===== config.mk =====
export PLATFORM = sky130hd
export DESIGN_NAME = uart_fifo_dma
export DESIGN_NICKNAME = d
export VERILOG_FILES = /design/src/rtl/ufd_pkg.sv /design/src/rtl/ufd_fifo.sv /design/src/rtl/ufd_dreq.sv /design/src/rtl/ufd_regs.sv /design/src/rtl/uart_fifo_dma.sv
export SDC_FILE = /design/constraint.sdc
export NUM_CORES = 1
export LEC_CHECK = 0
export BUFFER_PORTS_ARGS = -buffer_cell sky130_fd_sc_hd__buf_2
export CAP_MARGIN = 20
export CELL_PAD_IN_SITES_DETAIL_PLACEMENT = 0
export CELL_PAD_IN_SITES_GLOBAL_PLACEMENT = 1
export CORE_MARGIN = 1.5
export CORE_UTILIZATION = 53
export CTS_CLUSTER_DIAMETER = 200
export DETAILED_ROUTE_END_ITERATION = 7
export GPL_TIMING_DRIVEN = 0
export HOLD_SLACK_MARGIN = 0.12
export PLACE_DENSITY = 0.9
export SKIP_LAST_GASP = 1
export SLEW_MARGIN = 10
export SYNTH_ARGS = -nofsm -noshare
export SYNTH_HDL_FRONTEND = slang
export SYNTH_HIERARCHICAL = 1
export SYNTH_SLANG_ARGS = --single-unit

===== constraint.sdc =====
create_clock -name clk_i -period 3.95 [get_ports clk_i]
set_clock_uncertainty 0.1 [all_clocks]
set_input_delay 0.79 -clock clk_i [delete_from_list [all_inputs] [get_ports clk_i]]
set_output_delay 0.79 -clock clk_i [all_outputs]
set_load 0.03 [all_outputs]

===== src/rtl/ufd_pkg.sv =====
package ufd_pkg;
  localparam int unsigned FIFO_DEPTH = 16;
  localparam int unsigned LVL_W      = $clog2(FIFO_DEPTH + 1);
  localparam int unsigned TRIG_W     = $clog2(FIFO_DEPTH);
  localparam int unsigned CFG_W      = 8;
  // control register bit positions
  localparam int unsigned BIT_DMA    = 0;
  localparam int unsigned BIT_LSIE   = 1;
  localparam int unsigned TRIG_LSB   = 4;

  typedef struct packed {
    logic [TRIG_W-1:0] trig;
    logic              lsie;
    logic              dma_en;
  } cfg_t;
endpackage


===== src/rtl/ufd_fifo.sv =====
module ufd_fifo #(
  parameter int unsigned W     = 8,
  parameter int unsigned DEPTH = 16,
  localparam int unsigned AW   = $clog2(DEPTH),
  localparam int unsigned CW   = $clog2(DEPTH + 1)
) (
  input  logic          clk_i,
  input  logic          rst_ni,
  input  logic          push_i,
  input  logic [W-1:0]  data_i,
  input  logic          pop_i,
  output logic [W-1:0]  data_o,
  output logic [CW-1:0] level_o,
  output logic          drop_o
);
  logic [W-1:0]  mem_q [DEPTH];
  logic [AW-1:0] wr_q, rd_q;
  logic [CW-1:0] cnt_q;
  logic          do_push, do_pop;

  function automatic logic [AW-1:0] inc(input logic [AW-1:0] p);
    return (p == AW'(DEPTH - 1)) ? '0 : p + 1'b1;
  endfunction

  assign do_pop  = pop_i && (cnt_q != '0);
  // full FIFO still accepts a byte when a pop frees a slot in the same cycle
  assign do_push = push_i && ((cnt_q != CW'(DEPTH)) || do_pop);
  assign drop_o  = push_i && !do_push;

  always_ff @(posedge clk_i or negedge rst_ni) begin
    if (!rst_ni) begin
      wr_q  <= '0;
      rd_q  <= '0;
      cnt_q <= '0;
    end else begin
      if (do_push) wr_q <= inc(wr_q);
      if (do_pop)  rd_q <= inc(rd_q);
      if (do_push && !do_pop)      cnt_q <= cnt_q + 1'b1;
      else if (do_pop && !do_push) cnt_q <= cnt_q - 1'b1;
    end
  end

  always_ff @(posedge clk_i) begin
    if (do_push) mem_q[wr_q] <= data_i;
  end

  assign data_o  = mem_q[rd_q];
  assign level_o = cnt_q;
endmodule


===== src/rtl/ufd_dreq.sv =====
module ufd_dreq #(
  parameter int unsigned LVL_W       = 5,
  parameter int unsigned TRIG_W      = 4,
  parameter bit          AT_OR_ABOVE = 1'b0
) (
  input  logic              clk_i,
  input  logic              rst_ni,
  input  logic              en_i,
  input  logic [LVL_W-1:0]  level_i,
  input  logic [TRIG_W-1:0] trig_i,
  output logic              req_o
);
  logic [LVL_W-1:0] thr;
  logic             hit;

  assign thr = LVL_W'(trig_i);

  generate
    if (AT_OR_ABOVE) begin : g_drain
      assign hit = (level_i >= thr);
    end else begin : g_fill
      assign hit = (level_i <= thr);
    end
  endgenerate

  always_ff @(posedge clk_i or negedge rst_ni) begin
    if (!rst_ni) req_o <= 1'b0;
    else         req_o <= en_i && hit;
  end
endmodule


===== src/rtl/ufd_regs.sv =====
module ufd_regs
  import ufd_pkg::*;
(
  input  logic             clk_i,
  input  logic             rst_ni,
  input  logic             we_i,
  input  logic [CFG_W-1:0] wdata_i,
  output logic [CFG_W-1:0] rdata_o,
  output cfg_t             cfg_o,
  input  logic             tx_drop_i,
  input  logic             rx_drop_i,
  input  logic             rx_err_i,
  input  logic             clr_i,
  output logic             tx_ovr_o,
  output logic             rx_ovr_o,
  output logic             ls_pend_o,
  output logic             irq_o
);
  cfg_t cfg_q;
  logic tx_ovr_q, rx_ovr_q, pend_q;
  logic unused_wbits;

  assign unused_wbits = ^wdata_i[TRIG_LSB-1:BIT_LSIE+1];

  always_ff @(posedge clk_i or negedge rst_ni) begin
    if (!rst_ni) begin
      cfg_q <= '0;
    end else if (we_i) begin
      cfg_q.dma_en <= wdata_i[BIT_DMA];
      cfg_q.lsie   <= wdata_i[BIT_LSIE];
      cfg_q.trig   <= wdata_i[TRIG_LSB +: TRIG_W];
    end
  end

  // set beats clear on all sticky flags
  always_ff @(posedge clk_i or negedge rst_ni) begin
    if (!rst_ni) begin
      tx_ovr_q <= 1'b0;
      rx_ovr_q <= 1'b0;
      pend_q   <= 1'b0;
    end else begin
      if (tx_drop_i)   tx_ovr_q <= 1'b1;
      else if (clr_i)  tx_ovr_q <= 1'b0;
      if (rx_drop_i)   rx_ovr_q <= 1'b1;
      else if (clr_i)  rx_ovr_q <= 1'b0;
      if (rx_err_i || rx_drop_i) pend_q <= 1'b1;
      else if (clr_i)            pend_q <= 1'b0;
    end
  end

  always_comb begin
    rdata_o                      = '0;
    rdata_o[BIT_DMA]             = cfg_q.dma_en;
    rdata_o[BIT_LSIE]            = cfg_q.lsie;
    rdata_o[TRIG_LSB +: TRIG_W]  = cfg_q.trig;
  end

  assign cfg_o     = cfg_q;
  assign tx_ovr_o  = tx_ovr_q;
  assign rx_ovr_o  = rx_ovr_q;
  assign ls_pend_o = pend_q;
  assign irq_o     = pend_q && cfg_q.lsie;
endmodule


===== src/rtl/uart_fifo_dma.sv =====
module uart_fifo_dma
  import ufd_pkg::*;
#(
  parameter int unsigned DATA_W = 8
) (
  input  logic              clk_i,
  input  logic              rst_ni,
  input  logic              cfg_we_i,
  input  logic [CFG_W-1:0]  cfg_wdata_i,
  output logic [CFG_W-1:0]  cfg_rdata_o,
  input  logic              ls_clr_i,
  input  logic              tx_push_i,
  input  logic [DATA_W-1:0] tx_data_i,
  input  logic              tx_pop_i,
  output logic [DATA_W-1:0] tx_data_o,
  output logic [LVL_W-1:0]  tx_level_o,
  output logic              tx_ovr_o,
  output logic              tx_req_o,
  input  logic              rx_push_i,
  input  logic [DATA_W-1:0] rx_data_i,
  input  logic              rx_err_i,
  input  logic              rx_pop_i,
  output logic [DATA_W-1:0] rx_data_o,
  output logic [LVL_W-1:0]  rx_level_o,
  output logic              rx_ovr_o,
  output logic              rx_req_o,
  output logic              line_irq_o
);
  cfg_t              cfg;
  logic              dma_en, lsie;
  logic [TRIG_W-1:0] trig;
  logic              tx_drop, rx_drop, ls_pend;

  assign dma_en = cfg.dma_en;
  assign lsie   = cfg.lsie;
  assign trig   = cfg.trig;

  ufd_regs i_regs (
    .clk_i     (clk_i),
    .rst_ni    (rst_ni),
    .we_i      (cfg_we_i),
    .wdata_i   (cfg_wdata_i),
    .rdata_o   (cfg_rdata_o),
    .cfg_o     (cfg),
    .tx_drop_i (tx_drop),
    .rx_drop_i (rx_drop),
    .rx_err_i  (rx_push_i && rx_err_i),
    .clr_i     (ls_clr_i),
    .tx_ovr_o  (tx_ovr_o),
    .rx_ovr_o  (rx_ovr_o),
    .ls_pend_o (ls_pend),
    .irq_o     (line_irq_o)
  );

  ufd_fifo #(.W(DATA_W), .DEPTH(FIFO_DEPTH)) i_tx_fifo (
    .clk_i   (clk_i),
    .rst_ni  (rst_ni),
    .push_i  (tx_push_i),
    .data_i  (tx_data_i),
    .pop_i   (tx_pop_i),
    .data_o  (tx_data_o),
    .level_o (tx_level_o),
    .drop_o  (tx_drop)
  );

  ufd_fifo #(.W(DATA_W), .DEPTH(FIFO_DEPTH)) i_rx_fifo (
    .clk_i   (clk_i),
    .rst_ni  (rst_ni),
    .push_i  (rx_push_i),
    .data_i  (rx_data_i),
    .pop_i   (rx_pop_i),
    .data_o  (rx_data_o),
    .level_o (rx_level_o),
    .drop_o  (rx_drop)
  );

  // transmit asks for data at or below trigger, receive asks for draining at or above
  ufd_dreq #(.LVL_W(LVL_W), .TRIG_W(TRIG_W), .AT_OR_ABOVE(1'b0)) i_tx_dreq (
    .clk_i   (clk_i),
    .rst_ni  (rst_ni),
    .en_i    (dma_en),
    .level_i (tx_level_o),
    .trig_i  (trig),
    .req_o   (tx_req_o)
  );

  ufd_dreq #(.LVL_W(LVL_W), .TRIG_W(TRIG_W), .AT_OR_ABOVE(1'b1)) i_rx_dreq (
    .clk_i   (clk_i),
    .rst_ni  (rst_ni),
    .en_i    (dma_en),
    .level_i (rx_level_o),
    .trig_i  (trig),
    .req_o   (rx_req_o)
  );
endmodule


==> results.toml <==
[clocking]
hold_buffers = 0
cts_buffers = 30
clockRootBuffer = "clkbuf_16"
tritoncts = "done"
cts.reportedPaths.clkPinSlew_ns = 0.06
post_cts_buffers = 0
cts.repair.resized = 0
clk_latency_ns = 0.55
clock-sinks = 293
h-tree-depth = 1
clock_path_buffers = 3

[yosys]
synth_top_area_frac = 0.626
yosys-top-cells-area = "edfxtp_1 63%, mux4_2 8.8%, dfrtp_1 7.5%"
synthAdderAreaFrac = 0.0297
synth_compound_area_frac = 0.0535
async_reset_ff_frac = 0.126
yosysUniqueCellTypes = 46
yosys.area_share.simple = 0.0428
synth_edf_count = 256
yosysTopAreaCell = "edfxtp_1"
synth_xor_area_frac = 0.00855
synth_cells = 676
synth.mux.area_fraction = 0.140
synth_seq_cells = 293
syn_avg_cell_area_um2 = 18.2
synth_top_family_by_area = "multiplexers"
syn-cell-area_um2 = 12300
yosysWarnings = 6
ys.flop_type = "edfxtp_1"
yosysSeqAreaShare = 0.701

[detailed_routing]
antenna_left = 0
drt_wl_total_um = 26400
drt_iter0_drc = 692
avgViaCountPerCell = 6.19
vias = 6712
drc_errors = 0
dr.pass1.iters = 5
wl_per_cell_um = 24.4

[floorplan]
die_y_um = 155
die_w_um = 155
core_um2 = 22700
start_util = 0.541
fp.dieArea_um2 = 24100
ios = 72
rows = 55

[critical_path]
crit_type = "reg2out"
crit_required_ns = 3.06
worst_r2r_path_depth = 9
cp_max_fo = 10
rr_endpoint = "i_tx_fifo/level_o[4]"
rr_startpoint = "i_tx_fifo/level_o[1]"
r2r_slack_ns = 0.74
crit_path_end_kind = "output pin"
start_kind = "flip-flop"
worstPathArrival_ns = 2.81

[global_route]
grt_max_degree = 38
grt_usage = 0.225
antenna_found_initial = 0
grt-ovfl-total = 0
grt_pass1_wl_um = 40600
grt_pass1_vias = 6915

[flow_run]
cap_violations = 0

[timing]
hold_viol = 0
rsz0062_at_grt = "no"
period_share = 0.938
max_freq_ghz = 0.270
whs_ns = 0.245
fin_setup_tns_ns = 0
worst_slew_pin_slew_ns = 0.865
slew_headroom = 0.423
fin_ws_ns = 0.246
period_minus_slack_ns = 3.70
slew_violations = 0
setup_viol = 0

[placement]
port_buffers = 66
pre_cts_ws_ns = 0.769
placed_area_um2 = 13000
place_congestion = 0.870
hpwl_um = 17200

[final_layout]
fill_cells = 1559
finalNetCount = 836
num_antenna_cells = 0
post-route-util = 0.614
drive_gt1_frac = 0.265
regArea_um2 = 8610
fin_area_um2 = 14000
multi_input_area_um2 = 3380
area_growth_pct = 13.5

[power]
leakage_nw = 5.08
cellPowerDensity_nw_per_um2 = 752
irDropWorstVdd_mv = 0.449

[worst_hold_path]
hp-class = "in2async"

[outcome]
status = "finished, final reports clean"
report_power, final:
part | internal (mW) | switching [mW] | total (mW)
Combinational | 1.43 | 2.24 | 3.67
Sequential | 3.76 | 0.292 | 4.05
Clock | 1.63 | 1.14 | 2.77
sequential cells by signal (all words and copies together), names as in the netlist, 4 cells and up:
name,flops
i_tx_fifo/wr_q,4
i_rx_fifo/rd_q,4
i_regs/cfg_o,6
i_tx_fifo/rd_q,4
i_tx_fifo/level_o,5
i_rx_fifo/wr_q,4
i_tx_fifo/mem_q,128
i_rx_fifo/mem_q,128
i_rx_fifo/level_o,5
final cells by class:
class                   count  share of cell area
clock buffers              37              0.0572
repair buffers             66              0.0237
inverters                  23             0.00619
plain buffers              37              0.0153
well taps                 285              0.0256
multi-input cells         324               0.242
clock inverters            19              0.0126
flip-flops and latches    293               0.617
how the worst max path moves through the flow:
stage                         start                   end  slack, ns  cells after the start
2_1_floorplan  i_tx_fifo/level_o[1]  i_tx_fifo/level_o[4]       0.91                     10
3_3_place_gp   i_tx_fifo/level_o[1]  i_tx_fifo/level_o[4]       0.84                      9
3_5_place_dp   i_tx_fifo/level_o[1]  i_tx_fifo/level_o[4]       0.77                      9
4_1_cts           i_rx_fifo/rd_q[0]          rx_data_o[3]       0.23                      6
5_1_grt           i_rx_fifo/rd_q[0]          rx_data_o[3]       0.14                      6
6_report          i_tx_fifo/rd_q[1]          tx_data_o[0]       0.25                      6
cell families after synthesis:
logic type      Yosys count
mux                     108
buf+inv                  60
simple gates             81
compound gates           93
fa+ha+maj                28
other cells               1
flops                   293
xor+xnor                 12
routing by layer:
layer,global-route usage,share of wire,up-vias
li1,-,-,2899
met1,0.315,0.40,3405
met2,0.365,0.49,353
met3,0.0421,0.087,55
met4,0.0653,0.026,0
met5,0,0,-
Yosys cell counts, drive strengths merged, types with 14 or more instances:
cell / count
edfxtp: 256
mux2i: 50
mux4: 48
dfrtp: 37
o21ai: 29
ha: 26
buf: 23
inv: 23
and2: 20
and3: 20
a22oi: 16
a32oi: 16
clkbuf: 14
cells in the final DEF (no fill, tap or decap), types with 4 or more instances in the layout:
master,count
a21o_1,8
a21oi_1,9
a22oi_1,16
a32oi_1,16
and2_1,20
and3_1,10
and3_2,8
buf_2,76
buf_4,10
clkbuf_1,18
clkbuf_16,31
clkinv_1,8
dfrtp_1,37
edfxtp_1,256
ha_1,26
inv_1,23
mux2_2,4
mux2_4,6
mux2i_1,50
mux4_2,48
nand2_1,10
nand3_1,7
nor2_1,8
nor2b_1,5
o21ai_0,26
xnor2_1,10
worst max-delay path: stages (launching register included):
cell and delay (ns):
dfrtp_1 0.36, buf_2 0.25, clkbuf_1 0.49, mux4_2 0.44
a32oi_1 0.35, o21ai_0 0.17, buf_2 0.21
through the flow:
stage	cells	total power, mW
after floorplan	677	6.62
final	1084	10.5
after detailed placement	1028	7.72
after global routing	1084	10.9
after global placement	1028	7.53
after CTS	1084	10.5
Note: power is estimated with default switching activity, not from simulation.
